$ cat src/rtl/can_cmd_pkg.sv
package can_cmd_pkg;
  // control bits that sit below the buffer select field
  localparam int CTL_BITS = 5;
  localparam int BIT_XMIT = 0;
  localparam int BIT_ABRT = 1;
  localparam int BIT_RREL = 2;
  localparam int BIT_COVR = 3;
  localparam int BIT_SELF = 4;

  typedef struct packed {
    logic self_rx;
    logic clr_ovr;
    logic rel_rx;
    logic abort;
    logic xmit;
  } cmd_ctl_t;
endpackage

$ cat src/rtl/can_cmd_decode.sv
module can_cmd_decode
  import can_cmd_pkg::*;
#(
  parameter int NUM_TXB = 3,
  localparam int CMD_W = CTL_BITS + NUM_TXB
) (
  input  logic               cmd_wr,
  input  logic [CMD_W-1:0]   cmd_data,
  output logic [NUM_TXB-1:0] queue_o,
  output logic [NUM_TXB-1:0] single_o,
  output logic [NUM_TXB-1:0] selfrx_o,
  output logic [NUM_TXB-1:0] abort_o,
  output logic               rel_rx_o,
  output logic               clr_ovr_o
);
  cmd_ctl_t            ctl;
  logic [NUM_TXB-1:0]  sel;
  logic                do_queue;
  logic                do_abort;

  assign ctl      = cmd_data[CTL_BITS-1:0];
  assign sel      = cmd_data[CMD_W-1:CTL_BITS];
  assign do_queue = cmd_wr && (ctl.xmit || ctl.self_rx);
  assign do_abort = cmd_wr && ctl.abort && !ctl.xmit && !ctl.self_rx;

  genvar g;
  generate
    for (g = 0; g < NUM_TXB; g++) begin : g_dec
      assign queue_o[g]  = do_queue && sel[g];
      assign abort_o[g]  = do_abort && sel[g];
      assign single_o[g] = ctl.abort || ctl.self_rx;
      assign selfrx_o[g] = ctl.self_rx && !ctl.abort;
    end
  endgenerate

  assign rel_rx_o  = cmd_wr && ctl.rel_rx;
  assign clr_ovr_o = cmd_wr && ctl.clr_ovr;
endmodule

$ cat src/rtl/can_txb_slot.sv
module can_txb_slot (
  input  logic clk,
  input  logic rst_n,
  input  logic queue_i,
  input  logic single_i,
  input  logic selfrx_i,
  input  logic abort_i,
  input  logic in_prog_i,
  input  logic fin_ok_i,
  input  logic fin_fail_i,
  output logic pend_o,
  output logic single_o,
  output logic selfrx_o,
  output logic cmplt_o
);
  logic pend_q, single_q, selfrx_q, cmplt_q;
  logic pend_d, single_d, selfrx_d, cmplt_d;
  logic upd_en;

  assign upd_en = queue_i || abort_i || fin_ok_i || fin_fail_i;

  always_comb begin
    pend_d   = pend_q;
    single_d = single_q;
    selfrx_d = selfrx_q;
    cmplt_d  = cmplt_q;
    if (fin_ok_i) begin
      pend_d   = 1'b0;
      single_d = 1'b0;
      selfrx_d = 1'b0;
      cmplt_d  = 1'b1;
    end else if (fin_fail_i && single_q) begin
      pend_d   = 1'b0;
      single_d = 1'b0;
      selfrx_d = 1'b0;
    end else if (!in_prog_i) begin
      if (queue_i) begin
        pend_d   = 1'b1;
        single_d = single_i;
        selfrx_d = selfrx_i;
        cmplt_d  = 1'b0;
      end else if (abort_i && pend_q) begin
        pend_d   = 1'b0;
        single_d = 1'b0;
        selfrx_d = 1'b0;
      end
    end
  end

  always_ff @(posedge clk or negedge rst_n) begin
    if (!rst_n) begin
      pend_q   <= 1'b0;
      single_q <= 1'b0;
      selfrx_q <= 1'b0;
      cmplt_q  <= 1'b0;
    end else if (upd_en) begin
      pend_q   <= pend_d;
      single_q <= single_d;
      selfrx_q <= selfrx_d;
      cmplt_q  <= cmplt_d;
    end
  end

  assign pend_o   = pend_q;
  assign single_o = single_q;
  assign selfrx_o = selfrx_q;
  assign cmplt_o  = cmplt_q;

  AST_INPROG_HOLD: assert property (@(posedge clk) disable iff (!rst_n)
    (in_prog_i && pend_q && !fin_ok_i && !fin_fail_i) |=> pend_q) else $error("in-progress buffer lost");
  AST_SINGLE_DROP: assert property (@(posedge clk) disable iff (!rst_n)
    (fin_fail_i && single_q) |=> (!pend_q && !cmplt_q)) else $error("single shot resent");
  AST_OK_CMPLT: assert property (@(posedge clk) disable iff (!rst_n)
    fin_ok_i |=> (cmplt_q && !pend_q)) else $error("completion lost");
  AST_RETRY_KEEP: assert property (@(posedge clk) disable iff (!rst_n)
    (fin_fail_i && !single_q) |=> pend_q) else $error("retry dropped");
endmodule

$ cat src/rtl/can_tx_arbiter.sv
module can_tx_arbiter #(
  parameter int NUM_TXB = 3
) (
  input  logic               clk,
  input  logic               rst_n,
  input  logic [NUM_TXB-1:0] pend_i,
  input  logic               gnt_i,
  input  logic               done_i,
  input  logic               err_i,
  input  logic               arb_i,
  output logic               req_o,
  output logic [NUM_TXB-1:0] sel_o,
  output logic               busy_o,
  output logic [NUM_TXB-1:0] in_prog_o,
  output logic [NUM_TXB-1:0] fin_ok_o,
  output logic [NUM_TXB-1:0] fin_fail_o
);
  logic               busy_q, busy_d;
  logic [NUM_TXB-1:0] cur_q, cur_d;
  logic [NUM_TXB-1:0] pick;
  logic               take, end_ev, st_en;

  // lowest index wins
  always_comb begin
    pick = '0;
    for (int i = NUM_TXB - 1; i >= 0; i--) begin
      if (pend_i[i]) pick = NUM_TXB'(1) << i;
    end
  end

  assign req_o     = !busy_q && (|pend_i);
  assign take      = req_o && gnt_i;
  assign end_ev    = busy_q && (done_i || err_i || arb_i);
  assign sel_o     = busy_q ? cur_q : (req_o ? pick : '0);
  assign in_prog_o = busy_q ? cur_q : (take ? pick : '0);
  assign fin_ok_o   = (busy_q && done_i) ? cur_q : '0;
  assign fin_fail_o = (busy_q && !done_i && (err_i || arb_i)) ? cur_q : '0;
  assign st_en     = take || end_ev;

  always_comb begin
    busy_d = busy_q;
    cur_d  = cur_q;
    if (take) begin
      busy_d = 1'b1;
      cur_d  = pick;
    end else if (end_ev) begin
      busy_d = 1'b0;
      cur_d  = '0;
    end
  end

  always_ff @(posedge clk or negedge rst_n) begin
    if (!rst_n) begin
      busy_q <= 1'b0;
      cur_q  <= '0;
    end else if (st_en) begin
      busy_q <= busy_d;
      cur_q  <= cur_d;
    end
  end

  assign busy_o = busy_q;

  AST_REQ_ONEHOT: assert property (@(posedge clk) disable iff (!rst_n)
    req_o |-> $onehot(sel_o)) else $error("request select not one-hot");
  AST_NO_REQ_BUSY: assert property (@(posedge clk) disable iff (!rst_n)
    busy_q |-> !req_o) else $error("request while busy");
  AST_TAKE_BUSY: assert property (@(posedge clk) disable iff (!rst_n)
    take |=> (busy_q && $stable(sel_o))) else $error("grant not held");
  AST_BUSY_ONEHOT: assert property (@(posedge clk) disable iff (!rst_n)
    busy_q |-> $onehot(cur_q)) else $error("more than one in progress");
endmodule

$ cat src/rtl/can_rx_status.sv
module can_rx_status (
  input  logic clk,
  input  logic rst_n,
  input  logic rel_rx_i,
  input  logic clr_ovr_i,
  input  logic next_avail_i,
  input  logic overrun_i,
  output logic pop_o,
  output logic full_o,
  output logic dor_o
);
  logic full_q, full_d, dor_q, dor_d;
  logic full_en, dor_en;

  always_comb begin
    full_d = full_q;
    pop_o  = 1'b0;
    if (!full_q) begin
      if (next_avail_i) begin
        full_d = 1'b1;
        pop_o  = 1'b1;
      end
    end else if (rel_rx_i) begin
      if (next_avail_i) begin
        pop_o = 1'b1;
      end else begin
        full_d = 1'b0;
      end
    end
  end

  assign dor_d   = overrun_i ? 1'b1 : 1'b0;
  assign dor_en  = overrun_i || clr_ovr_i;
  assign full_en = (full_d != full_q);

  always_ff @(posedge clk or negedge rst_n) begin
    if (!rst_n) begin
      full_q <= 1'b0;
    end else if (full_en) begin
      full_q <= full_d;
    end
  end

  always_ff @(posedge clk or negedge rst_n) begin
    if (!rst_n) begin
      dor_q <= 1'b0;
    end else if (dor_en) begin
      dor_q <= dor_d;
    end
  end

  assign full_o = full_q;
  assign dor_o  = dor_q;

  AST_RX_RELEASE_EMPTY: assert property (@(posedge clk) disable iff (!rst_n)
    (rel_rx_i && full_q && !next_avail_i) |=> !full_q) else $error("release kept buffer");
  AST_RX_LOAD: assert property (@(posedge clk) disable iff (!rst_n)
    (!full_q && next_avail_i) |=> full_q) else $error("frame not loaded");
  AST_DOR_CLEAR: assert property (@(posedge clk) disable iff (!rst_n)
    (clr_ovr_i && !overrun_i) |=> !dor_q) else $error("overrun not cleared");
  AST_DOR_SET: assert property (@(posedge clk) disable iff (!rst_n)
    overrun_i |=> dor_q) else $error("overrun not set");
endmodule

$ cat src/rtl/can_cmd_ctrl.sv
module can_cmd_ctrl
  import can_cmd_pkg::*;
#(
  parameter int NUM_TXB = 3,
  localparam int CMD_W = CTL_BITS + NUM_TXB
) (
  input  logic               clk,
  input  logic               rst_n,
  input  logic               cmd_wr,
  input  logic [CMD_W-1:0]   cmd_data,
  output logic               tx_req,
  output logic [NUM_TXB-1:0] tx_buf_sel,
  output logic               tx_self_rx,
  input  logic               tx_gnt,
  input  logic               tx_done,
  input  logic               tx_err,
  input  logic               tx_arb_lost,
  input  logic               rx_next_avail,
  output logic               rx_pop,
  input  logic               rx_overrun,
  output logic [NUM_TXB-1:0] txb_pending,
  output logic [NUM_TXB-1:0] txb_single,
  output logic [NUM_TXB-1:0] txb_self_rx,
  output logic [NUM_TXB-1:0] txb_complete,
  output logic               tx_busy,
  output logic               rx_full,
  output logic               rx_data_overrun
);
  logic [NUM_TXB-1:0] queue, single, selfrx, abort;
  logic [NUM_TXB-1:0] in_prog, fin_ok, fin_fail;
  logic               rel_rx, clr_ovr;

  can_cmd_decode #(.NUM_TXB(NUM_TXB)) u_dec (
    .cmd_wr    (cmd_wr),
    .cmd_data  (cmd_data),
    .queue_o   (queue),
    .single_o  (single),
    .selfrx_o  (selfrx),
    .abort_o   (abort),
    .rel_rx_o  (rel_rx),
    .clr_ovr_o (clr_ovr)
  );

  genvar g;
  generate
    for (g = 0; g < NUM_TXB; g++) begin : g_slot
      can_txb_slot u_slot (
        .clk        (clk),
        .rst_n      (rst_n),
        .queue_i    (queue[g]),
        .single_i   (single[g]),
        .selfrx_i   (selfrx[g]),
        .abort_i    (abort[g]),
        .in_prog_i  (in_prog[g]),
        .fin_ok_i   (fin_ok[g]),
        .fin_fail_i (fin_fail[g]),
        .pend_o     (txb_pending[g]),
        .single_o   (txb_single[g]),
        .selfrx_o   (txb_self_rx[g]),
        .cmplt_o    (txb_complete[g])
      );
    end
  endgenerate

  can_tx_arbiter #(.NUM_TXB(NUM_TXB)) u_arb (
    .clk        (clk),
    .rst_n      (rst_n),
    .pend_i     (txb_pending),
    .gnt_i      (tx_gnt),
    .done_i     (tx_done),
    .err_i      (tx_err),
    .arb_i      (tx_arb_lost),
    .req_o      (tx_req),
    .sel_o      (tx_buf_sel),
    .busy_o     (tx_busy),
    .in_prog_o  (in_prog),
    .fin_ok_o   (fin_ok),
    .fin_fail_o (fin_fail)
  );

  can_rx_status u_rx (
    .clk          (clk),
    .rst_n        (rst_n),
    .rel_rx_i     (rel_rx),
    .clr_ovr_i    (clr_ovr),
    .next_avail_i (rx_next_avail),
    .overrun_i    (rx_overrun),
    .pop_o        (rx_pop),
    .full_o       (rx_full),
    .dor_o        (rx_data_overrun)
  );

  assign tx_self_rx = |(tx_buf_sel & txb_self_rx);

  AST_SELF_RX_OUT: assert property (@(posedge clk) disable iff (!rst_n)
    tx_self_rx |-> (|(tx_buf_sel & txb_single))) else $error("self rx without single shot");
  AST_QUEUE_SEEN: assert property (@(posedge clk) disable iff (!rst_n)
    (|(queue & ~in_prog)) |=> (|txb_pending)) else $error("queue write lost");
endmodule

$ cat config.mk
export PLATFORM = sky130hd
export DESIGN_NAME = can_cmd_ctrl
export DESIGN_NICKNAME = d
export VERILOG_FILES = /design/src/rtl/can_cmd_pkg.sv /design/src/rtl/can_cmd_decode.sv /design/src/rtl/can_txb_slot.sv /design/src/rtl/can_tx_arbiter.sv /design/src/rtl/can_rx_status.sv /design/src/rtl/can_cmd_ctrl.sv
export SDC_FILE = /design/constraint.sdc
export NUM_CORES = 1
export LEC_CHECK = 0
export BUFFER_PORTS_ARGS = -buffer_cell sky130_fd_sc_hd__buf_2
export CORE_ASPECT_RATIO = 1.25
export CORE_MARGIN = 1.5
export CORE_UTILIZATION = 52
export DETAILED_ROUTE_END_ITERATION = 10
export GPL_TIMING_DRIVEN = 0
export PLACE_DENSITY = 0.85
export SKIP_LAST_GASP = 1
export SYNTH_ARGS = -nofsm -noshare
export SYNTH_HDL_FRONTEND = slang
export SYNTH_SLANG_ARGS = --single-unit
$ cat constraint.sdc
create_clock -name clk -period 2.9 [get_ports clk]
set_input_delay 0 -clock clk [delete_from_list [all_inputs] [get_ports clk]]
set_output_delay 0 -clock clk [all_outputs]
set_load 0.03 [all_outputs]
### After elaboration in Yosys (flattened, before gate mapping)

Index checks and enable logic that the tools add are counted.

| storage, ports and cells | value |
|---|---|
| flip-flop bits (word level) | 18 |
| latch bits | 0 |
| memory bits (writable) | 0 |
| ROM bits | 0 |
| bits of input ports | 17 |
| output and inout bits | 21 |
| word-level logic and storage cells | 159 |
| memories kept | 0 |

| cells by class | value |
|---|---|
| add/subtract/negate cells | 0 |
| multipliers | 0 |
| divide/modulo/power cells | 0 |
| $lt $le $gt $ge | 0 |
| equal/unequal tests | 10 |
| shift operators | 0 |
| mux-type cells | 70 |
| bitwise logic cells | 1 |
| reduce and logical (&&, ||, !) cells | 62 |

Operator list:

| cell | number |
|---|---|
| $mux W1 | 59 |
| $mux W3 | 11 |
| $logic_and A1 B1 Y1 | 25 |
| $logic_or A1 B1 Y1 | 16 |
| $reduce_and A4 Y1 | 3 |
| $reduce_bool A4 Y1 | 3 |
| $ne A3 B1 Y1 const B | 3 |
| $reduce_and A3 Y1 | 3 |
| $reduce_bool A2 Y1 | 4 |
| $ne A2 B1 Y1 const B | 3 |
| $ne A2 B2 Y1 const B | 3 |
| $reduce_or A3 Y1 | 2 |
| $logic_not A1 Y1 | 5 |
| $and A3 B3 Y3 | 1 |
| $reduce_and A2 Y1 | 1 |
| $ne A1 B1 Y1 | 1 |

### Depth between registers and ports, before layout

| depth | value |
|---|---|
| depth in word-level cells | 10 |
| gate-level depth with buffers | 6 |
| depth with buffers taken out | 4 |

### Modules after synthesis

Synthesis repeated with hierarchy kept, for this count alone.

| unflattened totals | value |
|---|---|
| cells, all modules | 127 |
| area, all modules | 1091.0 sq um |

By module, submodules not included:

| module | times used | cells each | area each (sq um) | sequential area each (sq um) |
|---|---|---|---|---|
| can_txb_slot | 3 | 19 | 177.7 | 100.1 |
| can_tx_arbiter | 1 | 45 | 351.6 | 100.1 |
| can_cmd_decode | 1 | 16 | 112.6 | 0.0 |
| can_rx_status | 1 | 7 | 80.1 | 50.0 |
| can_cmd_ctrl | 1 | 2 | 13.8 | 0.0 |

### Least setup slack after synthesis

OpenSTA, ideal clock, no wires.

| timing | value |
|---|---|
| path type | reg2out |
| start | register u_arb.busy_q (netlist: u_arb.busy_o) |
| end | output tx_self_rx |
| data arrival time | 2337 ps |
| required time | 2900 ps |
| slack | 563 ps |
| stages on the path, launching flop included | 5 |
| buffers on the path | 1 |
| cells stage by stage | dfrtp_1 > buf_6 > o41ai_1 > a222oi_1 > inv_1 |

| on the way | value |
|---|---|
| cells in the longest elaborated chain, start to end | 6 |

Ends and longest elaborated chain:

| item | RTL line | source |
|---|---|---|
| start, declared | can_tx_arbiter.sv:18 | `logic busy_q, busy_d;` |
| start signal, assigned | can_tx_arbiter.sv:57 | `busy_q <= busy_d;` |
| $logic_not A1 Y1 | can_tx_arbiter.sv:31 | `assign req_o = !busy_q && (\|pend_i);` |
| $logic_and A1 B1 Y1 | can_tx_arbiter.sv:31 |  |
| $mux W3 | can_tx_arbiter.sv:34 | `assign sel_o = busy_q ? cur_q : (req_o ? pick : '0);` |
| $mux W3 * | can_tx_arbiter.sv:34 |  |
| via tx_buf_sel[2] | can_cmd_ctrl.sv:12 | `output logic [NUM_TXB-1:0] tx_buf_sel,` |
| $and A3 B3 Y3 * | can_cmd_ctrl.sv:93 | `assign tx_self_rx = \|(tx_buf_sel & txb_self_rx);` |
| $reduce_or A3 Y1 * | can_cmd_ctrl.sv:93 |  |
| end, declared | can_cmd_ctrl.sv:13 | `output logic tx_self_rx,` |

The timed path passes the listed nets; every way through them passes the cells marked *.

### Worst setup path in the final report

| timing | value |
|---|---|
| start | register u_arb.busy_q (netlist: u_arb.busy_o) |
| end | output tx_self_rx |

| on the way | value |
|---|---|
| cells in the longest elaborated chain, start to end | 6 |

Ends and longest elaborated chain:

| item | RTL line |
|---|---|
| $logic_not A1 Y1 | can_tx_arbiter.sv:31 |
| $logic_and A1 B1 Y1 | can_tx_arbiter.sv:31 |
| $mux W3 | can_tx_arbiter.sv:34 |
| $mux W3 * | can_tx_arbiter.sv:34 |
| $and A3 B3 Y3 * | can_cmd_ctrl.sv:93 |
| $reduce_or A3 Y1 * | can_cmd_ctrl.sv:93 |

Mark *: on every way between the ends. The rest lies on a longest branch, timed or not.

==> flow_metrics.py <==
metrics = {
    "critical_path": {
        "critPathCaptureType": "output pin",
        "cp.buffers_inverters": 4,
        "critPathSlowestCell": "dfrtp_1",
        "cpLargestDelayFamily": "buffers and inverters",
        "arrival_ps": 1770,
        "reg2reg_from": "u_arb.busy_o$_DFFE_PN0P_",
        "crit_type": "reg2out",
        "worst_ep_required_time_ps": 2900,
        "critPathMaxStageDelay_ps": 370,
        "crit_chain": "buf_6, buf_2, o21ai_0, a222oi_1, inv_1, buf_2",
        "cp-startpoint": "u_arb.busy_o$_DFFE_PN0P_",
        "critPathMaxFanout": 10,
        "cpMostUsedCell": "buf_2",
        "start_kind": "flip-flop",
    },
    "layout": {
        "drive_gt1_frac": 0.413,
        "area_growth_pct": 25.6,
        "nNetsFinal": 174,
        "final_common_cell": "buf_2",
        "antennaDiodeCount": 0,
        "stdcell_area_mm2": 0.00134,
        "fin_util": 0.683,
        "final_cells": 175,
        "final_cell_mix": "buf_2 (38), dfrtp_1 (18), nand2_1 (12), buf_4 (12), nor2_1 (9)",
    },
    "floorplanning": {
        "initial_core_util": 0.544,
        "fp.dieH_um": 53.6,
        "num_io_pins": 38,
        "coreArea_mm2": 0.00196,
        "rows": 18,
        "dieArea_mm2": 0.00233,
        "die_x_um": 43.5,
    },
    "yosys": {
        "synth_compound_area_frac": 0.209,
        "seq_area_frac_synth": 0.423,
        "synth_edf_count": 0,
        "ys_ff_latch": 18,
        "synth_area_leaders": "dfrtp_1 (42%), buf_4 (8.5%), a21o_1 (4.9%)",
        "synth.distinct_cells": 35,
        "synth_adder_area_share": 0,
        "synth_top_cell_by_area": "dfrtp_1",
        "synthMuxAreaShare": 0.00939,
        "syn-num-nets": 128,
        "ys.flop_type": "dfrtp_1",
        "synth_area_mm2": 0.00107,
        "synth_top_family_by_area": "simple AND/OR/NAND/NOR gates",
        "synth_cells": 111,
        "yosysWarnings": 0,
        "synth_top_cell_area_share": 0.423,
        "synth_area_per_cell_um2": 9.60,
        "async_flop_share": 1.00,
        "synth-xor-area-share": 0,
        "yosys.area_share.simple": 0.235,
    },
    "timing": {
        "period_share": 0.612,
        "skew_ps": 2.51,
        "relSlewSlack": 0.715,
        "worst-slew-pin-transition_ps": 424,
        "setup_viol_count_final": 0,
        "slew_violations": 0,
        "tns_ps": 0,
        "fmax_mhz": 564,
        "rsz0062_at_grt": "no",
        "final.setup.worst_slack_ps": 1130,
        "hold_ws_ps": -2.57,
        "hold_viol_final": 1,
        "period_needed_ps": 1770,
    },
    "grt": {
        "antenna_found_initial": 0,
        "grt_max_degree": 19,
        "track_usage": 0.244,
        "grt_remaining_overflow": 0,
        "grt_pass1_wl_um": 4220,
        "grt_pass1_vias": 901,
    },
    "clock_network": {
        "clk_root_buffer_cell": "clkbuf_4",
        "path_clk_slew_ps": 100,
        "htree_levels": 1,
        "cts_tree": "built",
        "ctsResizeCount": 0,
        "numCtsBuffers": 3,
        "clk_latency_ps": 290,
        "clock_path_buffers": 2,
        "cts.sinks": 18,
    },
    "power_and_ir_drop": {
        "total_power_mw": 1.32,
        "p_leak_nw": 0.727,
        "vdd_drop_max_v": 0.000546,
        "power_density_mw_per_mm2": 989,
    },
    "routing": {
        "vias_per_cell": 5.79,
        "antenna_left": 0,
        "num_vias": 1013,
        "wl_per_cell_um": 14.8,
        "dr.pass1.iters": 4,
        "drt_first_iter_violations": 49,
        "drcViolationCount": 0,
        "totalWireLength_um": 2590,
    },
    "hold_path": {
        "hold_path_startpoint": "cmd_data[3]",
        "hold_path_class": "in2reg",
    },
    "placement": {
        "dpl_cell_area_mm2": 0.00128,
        "dp.cells": 168,
        "gp_congestion": 0.912,
        "dpl.hpwl_um": 2000,
        "numPortBuffers": 37,
        "preCtsSetupSlack_ps": 1390,
    },
    "outcome": {
        "violations": "negative hold slack",
        "status": "complete, but fails checks",
    },
    "job": {
        "drv_cap": 0,
    },
}
power breakdown:
part | internal [mW] | switching, mW | leakage [nW]
logic | 0.312 | 0.452 | 0.489
clock network | 0.0482 | 0.0753 | 0.0138
registers | 0.343 | 0.0932 | 0.224
state kept, by name, summed over array words and instances, names as in the netlist:
| name | count |
|---|---|
| u_arb.cur_q | 3 |
| u_arb.busy_o | 1 |
| g_slot.u_slot.selfrx_o | 3 |
| u_rx.full_o | 1 |
| g_slot.u_slot.single_o | 3 |
| g_slot.u_slot.cmplt_o | 3 |
| u_rx.dor_o | 1 |
| g_slot.u_slot.pend_o | 3 |
final timing paths:
| kind | slack (ps) | cells after the start | end |
|---|---|---|---|
| setup / recovery | 1130 | 6 | tx_self_rx |
| hold / removal | -3 | 3 | u_rx.dor_o$_DFFE_PN0P_ |
| setup reg to reg | 1370 | 5 | g_slot[1].u_slot.selfrx_o$_DFFE_PN0P_ |
| hold reg to reg | 490 | 1 | u_rx.dor_o$_DFFE_PN0P_ |
| max in group asynchronous | 2460 | 2 | g_slot[0].u_slot.pend_o$_DFFE_PN0P_ |
| min in group asynchronous | 160 | 2 | u_rx.dor_o$_DFFE_PN0P_ |
cells in the mapped netlist (2+ instances only):
| cell type | n |
|---|---|
| a32o_1 | 2 |
| a21oi_1 | 4 |
| o21ai_0 | 3 |
| buf_4 | 12 |
| nor2b_1 | 3 |
| and3_1 | 2 |
| a22o_1 | 3 |
| dfrtp_1 | 18 |
| nand2_1 | 12 |
| a31oi_1 | 2 |
| nand3_1 | 5 |
| buf_6 | 2 |
| inv_1 | 4 |
| or2_2 | 2 |
| nor3_1 | 3 |
| nor2_1 | 9 |
| a21o_1 | 7 |
worst register-to-register path, stage by stage (launching register included):
cell and delay, ps:
dfrtp_1 400, buf_6 140, and2_4 150, o41ai_2 370, a21oi_1 110, a22o_1 250
area by class of cell:
cell class | instances | area (um2)
fillers | 166 | 621
flip-flops and latches | 18 | 450
multi-input cells | 74 | 483
plain buffers | 15 | 118
inverters | 4 | 15.0
repair buffers | 41 | 225
clock buffers | 3 | 22.5
well taps | 20 | 25.0
repair_timing:
action | in CTS | in global routing
endpoints found under the hold margin | 21 | 0
buffers inserted | 0 | 0
hold buffers | 4 | 0
layer usage:
layer	global-route usage	part of all wire	vias up
met1	0.295	0.38	465
met4	0.106	0.031	0
met3	0.0268	0.071	13
li1	-	-	477
met5	0	0	-
met2	0.438	0.52	58
logic make-up (layout without fill, tap and decap cells):
family,after synthesis,in the layout
buffers and inverters,19,63
multiplexers,1,1
AO/OA/AOI/OAI,29,29
flip-flops,18,18
AND/OR/NAND/NOR,44,44
(Power assumes the default switching activity.)
